--- config.mk ---
export PLATFORM = sky130hd
export DESIGN_NAME = vfw_addrgen
export DESIGN_NICKNAME = d
export VERILOG_FILES = /design/src/rtl/vfw_pkg.sv /design/src/rtl/vfw_shadow.sv /design/src/rtl/vfw_line_track.sv /design/src/rtl/vfw_addr_gen.sv /design/src/rtl/vfw_addrgen.sv
export SDC_FILE = /design/constraint.sdc
export NUM_CORES = 1
export LEC_CHECK = 0
export CAP_MARGIN = 20
export CORE_AREA = 2 2 199 201
export CTS_CLUSTER_SIZE = 14
export DETAILED_ROUTE_END_ITERATION = 7
export DIE_AREA = 0 0 201 203
export GPL_ROUTABILITY_DRIVEN = 0
export SYNTH_ARGS = -nofsm -noshare
export SYNTH_HDL_FRONTEND = slang
export SYNTH_HIERARCHICAL = 1
export SYNTH_SLANG_ARGS = --single-unit
--- constraint.sdc ---
create_clock -name clk -period 7.9 [get_ports clk]
set_input_delay 0.79 -clock clk [delete_from_list [all_inputs] [get_ports clk]]
set_output_delay 0.79 -clock clk [all_outputs]
set_load 0.01 [all_outputs]
--- src/rtl/vfw_pkg.sv ---
package vfw_pkg;

    localparam int ADDR_W   = 32;
    localparam int DIM_W    = 14;
    localparam int STRIDE_W = 16;
    localparam int MIN_DIM  = 64;

    typedef enum logic [1:0] {
        FMT_RGB   = 2'd0,
        FMT_SP422 = 2'd1,
        FMT_SP420 = 2'd2,
        FMT_RSVD  = 2'd3
    } vfw_fmt_e;

    typedef struct packed {
        logic [STRIDE_W-1:0] stride;
        logic [DIM_W-1:0]    width;
        logic [DIM_W-1:0]    height;
        vfw_fmt_e            fmt;
    } vfw_shape_t;

    function automatic logic is_semi(vfw_fmt_e f);
        return (f == FMT_SP422) || (f == FMT_SP420);
    endfunction

    function automatic logic [STRIDE_W-1:0] luma_bytes(vfw_fmt_e f, logic [DIM_W-1:0] w);
        return (f == FMT_RGB) ? STRIDE_W'(w) * STRIDE_W'(3) : STRIDE_W'(w);
    endfunction

    function automatic logic cfg_ok(vfw_shape_t s, logic [ADDR_W-1:0] ya,
                                    logic [ADDR_W-1:0] ca, int unsigned ppc);
        logic [ADDR_W-1:0] amask;
        logic [DIM_W-1:0]  pmask;
        amask = ADDR_W'(8 * ppc - 1);
        pmask = DIM_W'(ppc - 1);
        return (s.fmt != FMT_RSVD)
            && (s.width  >= DIM_W'(MIN_DIM))
            && (s.height >= DIM_W'(MIN_DIM))
            && ((s.width & pmask) == '0)
            && ((ya & amask) == '0)
            && (!is_semi(s.fmt) || ((ca & amask) == '0));
    endfunction

endpackage

--- src/rtl/vfw_shadow.sv ---
module vfw_shadow
    import vfw_pkg::*;
#(
    parameter int PPC = 2
) (
    input  logic              clk,
    input  logic              rst,
    input  vfw_shape_t        shape_in,
    input  logic [ADDR_W-1:0] luma_in,
    input  logic [ADDR_W-1:0] chroma_in,
    input  logic              start,
    input  logic              auto_en,
    input  logic              frame_end,
    output vfw_shape_t        act,
    output logic              run,
    output logic              take,
    output logic              err_cfg
);
    logic ok;
    assign ok = cfg_ok(shape_in, luma_in, chroma_in, PPC);

    // take: shadow and plane pointers load on this edge
    assign take = (!run && start && !err_cfg && ok) || (run && frame_end && auto_en && ok);

    always_ff @(posedge clk) begin
        if (rst) begin
            act     <= '0;
            run     <= 1'b0;
            err_cfg <= 1'b0;
        end else begin
            if (take) begin
                act <= shape_in;
                run <= 1'b1;
            end else if (!run && start && !err_cfg) begin
                err_cfg <= 1'b1;
            end else if (run && frame_end) begin
                run <= 1'b0;
                if (auto_en) err_cfg <= 1'b1;
            end
        end
    end
endmodule

--- src/rtl/vfw_line_track.sv ---
module vfw_line_track
    import vfw_pkg::*;
(
    input  logic             clk,
    input  logic             rst,
    input  logic             run,
    input  logic             take,
    input  logic             s_tvalid,
    input  logic             s_tuser,
    input  logic             s_tlast,
    input  logic [DIM_W-1:0] exp_beats,
    input  logic [DIM_W-1:0] height,
    output logic             accept,
    output logic             line_first,
    output logic             line_end,
    output logic             frame_end,
    output logic             row_odd,
    output logic             err_len
);
    logic             in_frame;
    logic [DIM_W-1:0] beat_cnt;
    logic [DIM_W-1:0] row;

    assign accept     = run && s_tvalid && (in_frame || s_tuser);
    assign line_first = accept && (beat_cnt == '0);
    assign line_end   = accept && s_tlast;
    assign frame_end  = line_end && (row == height - DIM_W'(1));
    assign row_odd    = row[0];

    always_ff @(posedge clk) begin
        if (rst || take || frame_end) begin
            in_frame <= 1'b0;
            beat_cnt <= '0;
            row      <= '0;
        end else if (accept) begin
            in_frame <= 1'b1;
            if (s_tlast) begin
                beat_cnt <= '0;
                row      <= row + DIM_W'(1);
            end else begin
                beat_cnt <= beat_cnt + DIM_W'(1);
            end
        end
    end

    always_ff @(posedge clk) begin
        if (rst) begin
            err_len <= 1'b0;
        end else if (line_end && (beat_cnt + DIM_W'(1) != exp_beats)) begin
            err_len <= 1'b1;
        end
    end
endmodule

--- src/rtl/vfw_addr_gen.sv ---
module vfw_addr_gen
    import vfw_pkg::*;
(
    input  logic                clk,
    input  logic                rst,
    input  logic                take,
    input  logic [ADDR_W-1:0]   luma_in,
    input  logic [ADDR_W-1:0]   chroma_in,
    input  vfw_shape_t          act,
    input  logic                line_first,
    input  logic                line_end,
    input  logic                row_odd,
    output logic                ycmd_valid,
    output logic [ADDR_W-1:0]   ycmd_addr,
    output logic [STRIDE_W-1:0] ycmd_bytes,
    output logic                ccmd_valid,
    output logic [ADDR_W-1:0]   ccmd_addr,
    output logic [STRIDE_W-1:0] ccmd_bytes
);
    logic [ADDR_W-1:0] luma_ptr;
    logic [ADDR_W-1:0] chroma_ptr;
    logic              chroma_line;

    assign chroma_line = (act.fmt == FMT_SP422) || ((act.fmt == FMT_SP420) && !row_odd);

    always_ff @(posedge clk) begin
        if (rst) begin
            luma_ptr   <= '0;
            chroma_ptr <= '0;
        end else if (take) begin
            luma_ptr   <= luma_in;
            chroma_ptr <= chroma_in;
        end else if (line_end) begin
            luma_ptr <= luma_ptr + ADDR_W'(act.stride);
            if (chroma_line) chroma_ptr <= chroma_ptr + ADDR_W'(act.stride);
        end
    end

    always_ff @(posedge clk) begin
        if (rst) begin
            ycmd_valid <= 1'b0;
            ycmd_addr  <= '0;
            ycmd_bytes <= '0;
            ccmd_valid <= 1'b0;
            ccmd_addr  <= '0;
            ccmd_bytes <= '0;
        end else begin
            ycmd_valid <= line_first;
            ccmd_valid <= line_first && chroma_line;
            if (line_first) begin
                ycmd_addr  <= luma_ptr;
                ycmd_bytes <= luma_bytes(act.fmt, act.width);
                ccmd_addr  <= chroma_ptr;
                ccmd_bytes <= STRIDE_W'(act.width);
            end
        end
    end
endmodule

--- src/rtl/vfw_addrgen.sv ---
module vfw_addrgen
    import vfw_pkg::*;
#(
    parameter int PPC   = 2,
    parameter int PIX_W = 24,
    localparam int DW   = PPC * PIX_W
) (
    input  logic                clk,
    input  logic                rst,
    input  logic [ADDR_W-1:0]   cfg_luma_addr,
    input  logic [ADDR_W-1:0]   cfg_chroma_addr,
    input  logic [STRIDE_W-1:0] cfg_stride,
    input  logic [DIM_W-1:0]    cfg_width,
    input  logic [DIM_W-1:0]    cfg_height,
    input  logic [1:0]          cfg_fmt,
    input  logic                cfg_start,
    input  logic                cfg_auto,
    input  logic [DW-1:0]       s_tdata,
    input  logic                s_tvalid,
    input  logic                s_tuser,
    input  logic                s_tlast,
    output logic                s_tready,
    output logic                wr_valid,
    output logic [DW-1:0]       wr_data,
    output logic                wr_last,
    output logic                ycmd_valid,
    output logic [ADDR_W-1:0]   ycmd_addr,
    output logic [STRIDE_W-1:0] ycmd_bytes,
    output logic                ccmd_valid,
    output logic [ADDR_W-1:0]   ccmd_addr,
    output logic [STRIDE_W-1:0] ccmd_bytes,
    output logic                frame_done,
    output logic                err_cfg,
    output logic                err_len
);
    localparam int PPC_SH = $clog2(PPC);

    vfw_shape_t shape_in, act;
    logic run, take, accept, line_first, line_end, frame_end, row_odd;

    assign shape_in = '{stride: cfg_stride, width: cfg_width,
                        height: cfg_height, fmt: vfw_fmt_e'(cfg_fmt)};
    assign s_tready = run;

    vfw_shadow #(.PPC(PPC)) u_shadow (
        .clk(clk), .rst(rst), .shape_in(shape_in), .luma_in(cfg_luma_addr),
        .chroma_in(cfg_chroma_addr), .start(cfg_start), .auto_en(cfg_auto),
        .frame_end(frame_end), .act(act), .run(run), .take(take), .err_cfg(err_cfg)
    );

    vfw_line_track u_track (
        .clk(clk), .rst(rst), .run(run), .take(take), .s_tvalid(s_tvalid),
        .s_tuser(s_tuser), .s_tlast(s_tlast), .exp_beats(act.width >> PPC_SH),
        .height(act.height), .accept(accept), .line_first(line_first),
        .line_end(line_end), .frame_end(frame_end), .row_odd(row_odd), .err_len(err_len)
    );

    vfw_addr_gen u_addr (
        .clk(clk), .rst(rst), .take(take), .luma_in(cfg_luma_addr),
        .chroma_in(cfg_chroma_addr), .act(act), .line_first(line_first),
        .line_end(line_end), .row_odd(row_odd), .ycmd_valid(ycmd_valid),
        .ycmd_addr(ycmd_addr), .ycmd_bytes(ycmd_bytes), .ccmd_valid(ccmd_valid),
        .ccmd_addr(ccmd_addr), .ccmd_bytes(ccmd_bytes)
    );

    always_ff @(posedge clk) begin
        if (rst) begin
            wr_valid   <= 1'b0;
            wr_data    <= '0;
            wr_last    <= 1'b0;
            frame_done <= 1'b0;
        end else begin
            wr_valid   <= accept;
            frame_done <= frame_end;
            if (accept) begin
                wr_data <= s_tdata;
                wr_last <= s_tlast;
            end
        end
    end
endmodule

* After elaboration in Yosys (flattened, before gate mapping) *
Cells that the tools add are included.

word-level totals
  bits in registers = 289
  bits of input ports = 165
  output and inout port bits = 152
  logic and storage cells = 96

operators by class
  add/sub/neg operators = 5
  multiply operators = 1
  magnitude comparators = 2
  equality and inequality tests = 8
  mux-type cells = 13
  bitwise logic cells = 1
  reduce and logical (&&, ||, !) cells = 44

operator list
  cell                                                                count
  two-way mux 32 bit                                                  5
  adder 32 x 16 -> 32 bit                                             2
  logical NOT 32 bit                                                  2
  adder 14 x 1 -> 14 bit, second input constant                       2
  greater-or-equal comparator 14 x 7 -> 1 bit, second input constant  2
  logical NOT 14 bit                                                  2
  logical AND 1 bit                                                   19
  multiplier 14 x 2 -> 16 bit, second input constant                  1
  two-way mux 16 bit                                                  1
  equality test 14 bit                                                1
  two-way mux 14 bit                                                  1
  inequality test 14 x 13 -> 1 bit                                    1
  subtractor 14 x 1 -> 14 bit, second input constant                  1
  nonzero test 2 bit                                                  5
  logical OR 1 bit                                                    7
  two-way mux 1 bit                                                   6
  AND reduction 2 bit                                                 3
  equality test 2 x 1 -> 1 bit, second input constant                 2
  equality test 2 bit, second input constant                          2
  logical NOT 1 bit                                                   4
  AND reduction 3 bit                                                 1
  logical NOT 2 bit                                                   1
  inequality test 2 x 1 -> 1 bit, second input constant               1
  inequality test 2 bit, second input constant                        1
  NOT 1 bit                                                           1

* Logic depth before layout (Yosys ltp) *
  word-level depth = 10
  mapped depth = 20
  depth with buffers taken out = 14

* Hierarchy *
The synthesis kept the hierarchy.

modules (own cells, without submodules)
  module          instances  cells each  area each (µm²)  seq. area each (µm²)
  vfw_addr_gen    1          1,045       8,876.0          3,183.1
  vfw_line_track  1          309         2,377.3          600.6
  vfw_shadow      1          217         2,203.4          960.9
  vfw_addrgen     1          164         1,823.0          1,021.0

* Least setup slack after synthesis *
OpenSTA, ideal clock, no wires.

  path kind = flip-flop to flip-flop
  from = register u_shadow/act[2] (netlist name)
  to = register u_addr.chroma_ptr[24]
  library setup time = 0.092 ns
  arrival time = 4.004 ns
  data required time = 7.808 ns
  setup slack = 3.804 ns
  stages on the path, launching flop included = 19
  buffers on the path = 7
  period minus slack after synthesis = 4.096 ns
  cell sequence = dfxtp_1 -> inv_1 -> ha_1 -> buf_4 -> nor2b_1 -> a221o_1 -> o311ai_0 -> o21ai_0 -> a2111oi_4 -> buf_6 -> a32o_1 -> nor3b_2 -> buf_6 -> buf_6 -> clkbuf_1 -> clkbuf_1 -> clkbuf_1 -> a211oi_1 -> nor4_1

on the way
  cells in the longest elaborated chain, start to end = 9
  elaborated cells on any way between the ends = 11
  those cells by class = 1 x add/sub; 1 x eq/ne; 1 x mux; 8 x reduce/logical

ends and longest elaborated chain
  what                               line                  RTL
  subtractor 14 x 1 -> 14 bit *      vfw_line_track.sv:27  assign frame_end = line_end && (row == height - DIM_W'(1));
  equality test 14 bit *             vfw_line_track.sv:27
  logical AND 1 bit *                vfw_line_track.sv:27
  via frame_end                      vfw_addrgen.sv:39     logic run, take, accept, line_first, line_end, frame_end, row_odd;
  logical AND 1 bit * (3 in series)  vfw_shadow.sv:23      assign take = (!run && start && !err_cfg && ok) || (run && frame_end && auto_en && ok);
  logical OR 1 bit *                 vfw_shadow.sv:23
  via take                           vfw_addrgen.sv:39
  nonzero test 2 bit (no line)       n/a
  AND reduction 2 bit (no line)      n/a
  to (signal assigned)               vfw_addr_gen.sv:32    chroma_ptr <= chroma_in;
  to (signal assigned)               vfw_addr_gen.sv:35    if (chroma_line) chroma_ptr <= chroma_ptr + ADDR_W'(act.stride);
  to (decl)                          vfw_addr_gen.sv:21    logic [ADDR_W-1:0] chroma_ptr;

Mark *: on every way through the listed nets, which the timed path passes. The rest lies on a longest branch.
A chain may end at the register's enable or synchronous reset.

* Final worst setup path *
  from = input s_tlast
  to = register u_addr.luma_ptr[31]

on the way
  cells in the longest elaborated chain, start to end = 7
  elaborated cells on any way between the ends = 8
  those cells by class = 1 x mux; 7 x reduce/logical

ends and longest elaborated chain
  what                                                      line                  RTL
  from (decl)                                               vfw_addrgen.sv:21     input logic s_tlast,
  logical AND 1 bit *                                       vfw_line_track.sv:26  assign line_end = accept && s_tlast;
  via line_end                                              vfw_addrgen.sv:39
  logical AND 1 bit *                                       vfw_line_track.sv:27
  via frame_end                                             vfw_addrgen.sv:39
  logical AND 1 bit * (3 in series)                         vfw_shadow.sv:23
  logical OR 1 bit *                                        vfw_shadow.sv:23
  via take                                                  vfw_addrgen.sv:39
  two-way mux 32 bit or nonzero test 2 bit (tied branches)  n/a
  to (signal assigned)                                      vfw_addr_gen.sv:31    luma_ptr <= luma_in;
  to (signal assigned)                                      vfw_addr_gen.sv:34    luma_ptr <= luma_ptr + ADDR_W'(act.stride);
  to (decl)                                                 vfw_addr_gen.sv:20    logic [ADDR_W-1:0] luma_ptr;

Marked as above.

==> impl_metrics.ini <==
[synthesis]
synth_async_sr_flop_share_pct = 0
ys_seq_elements = 288
post_synth_and_or_nand_nor_area_fraction_pct = 21.5
synth_top_family_by_area = simple AND/OR/NAND/NOR gates
synth_sequential_area_ratio_pct = 37.7
synthMuxAreaShare_pct = 11.9
post_synth_main_area_contributors = dfxtp_1, mux2i_1, nor2_1, ha_1, nand2b_1
yosys_warnings = 6
yosys.cell_types.count = 100
syn-instance-count = 1735
summed_instance_area_of_the_synthesized_netlist_um2 = 15300
synth_enable_flop_cells = 0
mean_cell_area_of_the_mapped_netlist_um2 = 8.81
yosysTopAreaCellShare_pct = 37.7
synth-adder-area-share_pct = 4.57
yosys.area_share.xor_xnor_pct = 4.79
synthTopCellsByCount = dfxtp_1, nor2_1, mux2i_1, nand2b_1, a21oi_1
synth-main-ff-cell = dfxtp_1
yosysTopAreaCell = dfxtp_1
yosys.cell_count.top_type = dfxtp_1
synth_compound_area_share_pct = 15.2

[global_routing]
global_route_wire_length_before_repair_um = 73300
grt_util_met1_pct = 28.4
grtUsageMet2_pct = 37.5
grt_most_used_layer = met2
overflow = 0
initial_antenna_violation_count = 2
grt_max_degree = 124
grt_pass1_vias = 13400
globalRouteTotalUtil_pct = 22.1
grtUsageMet3_pct = 5.04

[sta]
fmaxAchievable_mhz = 189
final_hold_viol_count = 0
clock-skew-final_ns = 0.0185
period_minus_slack_ns = 5.29
worst_slew_pin_slew_ns = 1.01
setup_total_negative_slack_ns = 0
rsz_0062_raised_after_global_routing = false
setup_violations = 0
max-slew-margin-rel_pct = 32.5
final_count_of_pins_violating_max_slew = 0
fin_crit_sh_pct = 66.9

[hold_path]
hold_path_class = flop to flop
min_path_cells = 2
hold_worst_path_end = u_addr/ycmd_bytes[15]
hold_path_startpoint = u_addr/ycmd_bytes[15]

[placed_design]
io_buffer_count = 314
total_placed_cells_including_tap_cells = 2475
dp_hpwl_um = 32600
dpl-instance-area_um2 = 18700

[worst_setup_path]
cp.required_ns = 8.33
worst_setup_path_start_kind = primary input
worst_setup_path_end_kind = flop
rr_worst_depth = 13
reg2reg_to = u_addr/luma_ptr[31]
r2r_start = u_shadow/act[4]
r2r_setup_slack_ns = 2.79
critPathMaxFanout = 75
wp_data_arrival_ns = 5.72
critPathKind = primary input to flop

[detailed_routing]
routed_length_per_instance_um = 18.1
routed_wl_um = 45900
vias_per_cell = 5.38
via_count = 13700
drc = 0
drtPass1Iterations = 7
final_antenna_net_count = 0
drtIter0Drc = 732

[clocking]
clk_pin_slew_ns = 0.06
numCtsBuffers = 36
cts.path.max_buffers = 3
htree_num_levels = 2
cts-resized-gates = 0
hold_buffers = 0
clock-sinks = 288
post_cts_setup_inserts = 0
cts_tree = done
cts_root_buffer = clkbuf_16
clock_insertion_delay_worst_skew_ns = 0.54

[pwr]
flop_pwr_share_pct = 44.5
cellPowerDensity_nw_per_um2 = 166
p_sw_share_pct = 22.0
p_int_mw = 2.58
irDropWorstVdd_mv = 0.122
clkPwrFrac_pct = 50.4
p_leak_nw = 7.11
p_sw_mw = 0.725
combPwrFrac_pct = 5.1

[run_status]
status = complete, no violations

[die]
rows = 72
chipWidth_um = 201
fp.coreArea_um2 = 38500
fp.dieH_um = 203
io_pins = 317
floorplan.die_area_um2 = 40800
initial_utilization_pct = 39.7

[finish]
post_route_cells_drive_above_1_share_pct = 5.75
nets = 2215
final_cell_area_um2 = 19900
layout-area-overhead-vs-synth_pct = 30.0
post_route_insts_no_fill = 2538

[flow_run]
maxCapViolations = 0
[area by class of cell]
cell class	count	area [um2]
Multi-Input combinational cell	1306	8870
Clock inverter	13	159
Sequential cell	288	5770
Clock buffer	48	1040
Inverter	37	139
Fill cell	3630	18600
Tap cell	518	648
Timing Repair Buffer	327	3240
Antenna cell	1	2.50
[worst max-delay path, cell delays in order]
cell             delay [ns]
clkdlybuf4s50_1        0.86
o2111a_1               0.34
nand3_1                0.12
nor4b_2                0.26
o2111ai_1              0.19
a2111oi_4              0.21
buf_4                  0.28
a32o_1                 0.22
nor3b_4                0.21
buf_4                  0.53
buf_4                  0.79
nor2_1                 0.17
mux2_4                 0.32
a2111oi_2              0.34
[state kept, by name, indices dropped and copies added (netlist names), 13 cells and up]
signal and cells:
wr_data 48, u_shadow/act 46, u_addr/ccmd_addr 32, u_addr/chroma_ptr 32, u_addr/luma_ptr 32, u_addr/ycmd_addr 32, u_addr/ycmd_bytes 16, u_track/beat_cnt 14
u_track/row 14, u_addr/ccmd_bytes 13
[metrics by stage]
step                      util (%)  worst slack (ns)  hold slack [ns]  power (mW)
after floorplan                  -              3.80            0.462        1.56
after global placement        48.5              2.25            0.456        1.67
after detailed placement      48.5              2.04            0.459        1.67
after CTS                     51.6              2.61            0.475        3.36
after global routing          51.7              2.28            0.495        3.42
final                         51.7              2.61            0.467        3.30
[how the worst max path moves through the flow]
stage	start	end	slack [ns]
after floorplan	u_shadow/act[2]	u_addr/chroma_ptr[24]	3.80
after global placement	s_tlast	u_addr/luma_ptr[31]	2.25
after detailed placement	s_tlast	u_addr/luma_ptr[31]	2.04
after CTS	s_tlast	u_addr/luma_ptr[31]	2.61
after global routing	s_tlast	u_addr/luma_ptr[31]	2.28
final	s_tlast	u_addr/luma_ptr[31]	2.61
[cell usage in the layout (no fill, tap or decap), types with 5 or more instances in the layout]
cell type        netlist  layout
clkdlybuf4s50_1        0     313
dfxtp_1              288     288
nor2_1               243     243
mux2i_1              178     178
nand2b_1             100     100
a21oi_1               85      85
nand2_1               73      73
o21ai_0               67      67
ha_1                  51      51
xnor2_1               49      49
nand3_1               46      46
clkbuf_16              0      37
nor3_1                37      37
inv_1                 35      35
a211oi_1              33      33
xor2_1                32      32
and3_1                27      27
nand4_1               24      24
nor4_1                19      19
a21o_1                15      15
o21a_1                15      15
buf_4                  5      13
a311oi_1              12      12
a31oi_1               11      11
nor2b_1               10      10
or3_1                 10      10
nor3b_1                9       9
o2111ai_1              9       9
clkbuf_8               0       8
and4_1                 8       8
o211a_1                8       8
and2_1                 7       7
or2_2                  7       7
a22oi_1                7       7
o21bai_1               6       6
or4_1                  6       6
o21ai_1                5       5
o211ai_1               5       5
o31ai_1                5       5
[per-layer routing]
metal | share of wire, % | wire (um)
met1 | 44 | 20200
met2 | 47 | 21700
met3 | 6.5 | 3000
met4 | 2.1 | 945
met5 | 0.028 | 13
[power by group through the flow]
stage	clock network [mW]	registers (mW)	logic, mW
2_1_floorplan	0	1.50	0.0604
3_3_place_gp	0	1.50	0.169
3_5_place_dp	0	1.50	0.170
4_1_cts	1.72	1.47	0.171
5_1_grt	1.77	1.47	0.182
6_report	1.67	1.47	0.169
[kinds of logic (layout without fill, tap and decap cells)]
logic type | Yosys count | in the layout
and+or+nand+nor | 647 | 647
AOI/OAI and AO/OA | 339 | 339
DFF | 288 | 288
muxes | 181 | 181
buffers and inverters | 142 | 425
xor gates and xnor gates | 82 | 82
adders and majority gates | 54 | 54
other | 2 | 4
(Power assumes the default switching activity.)
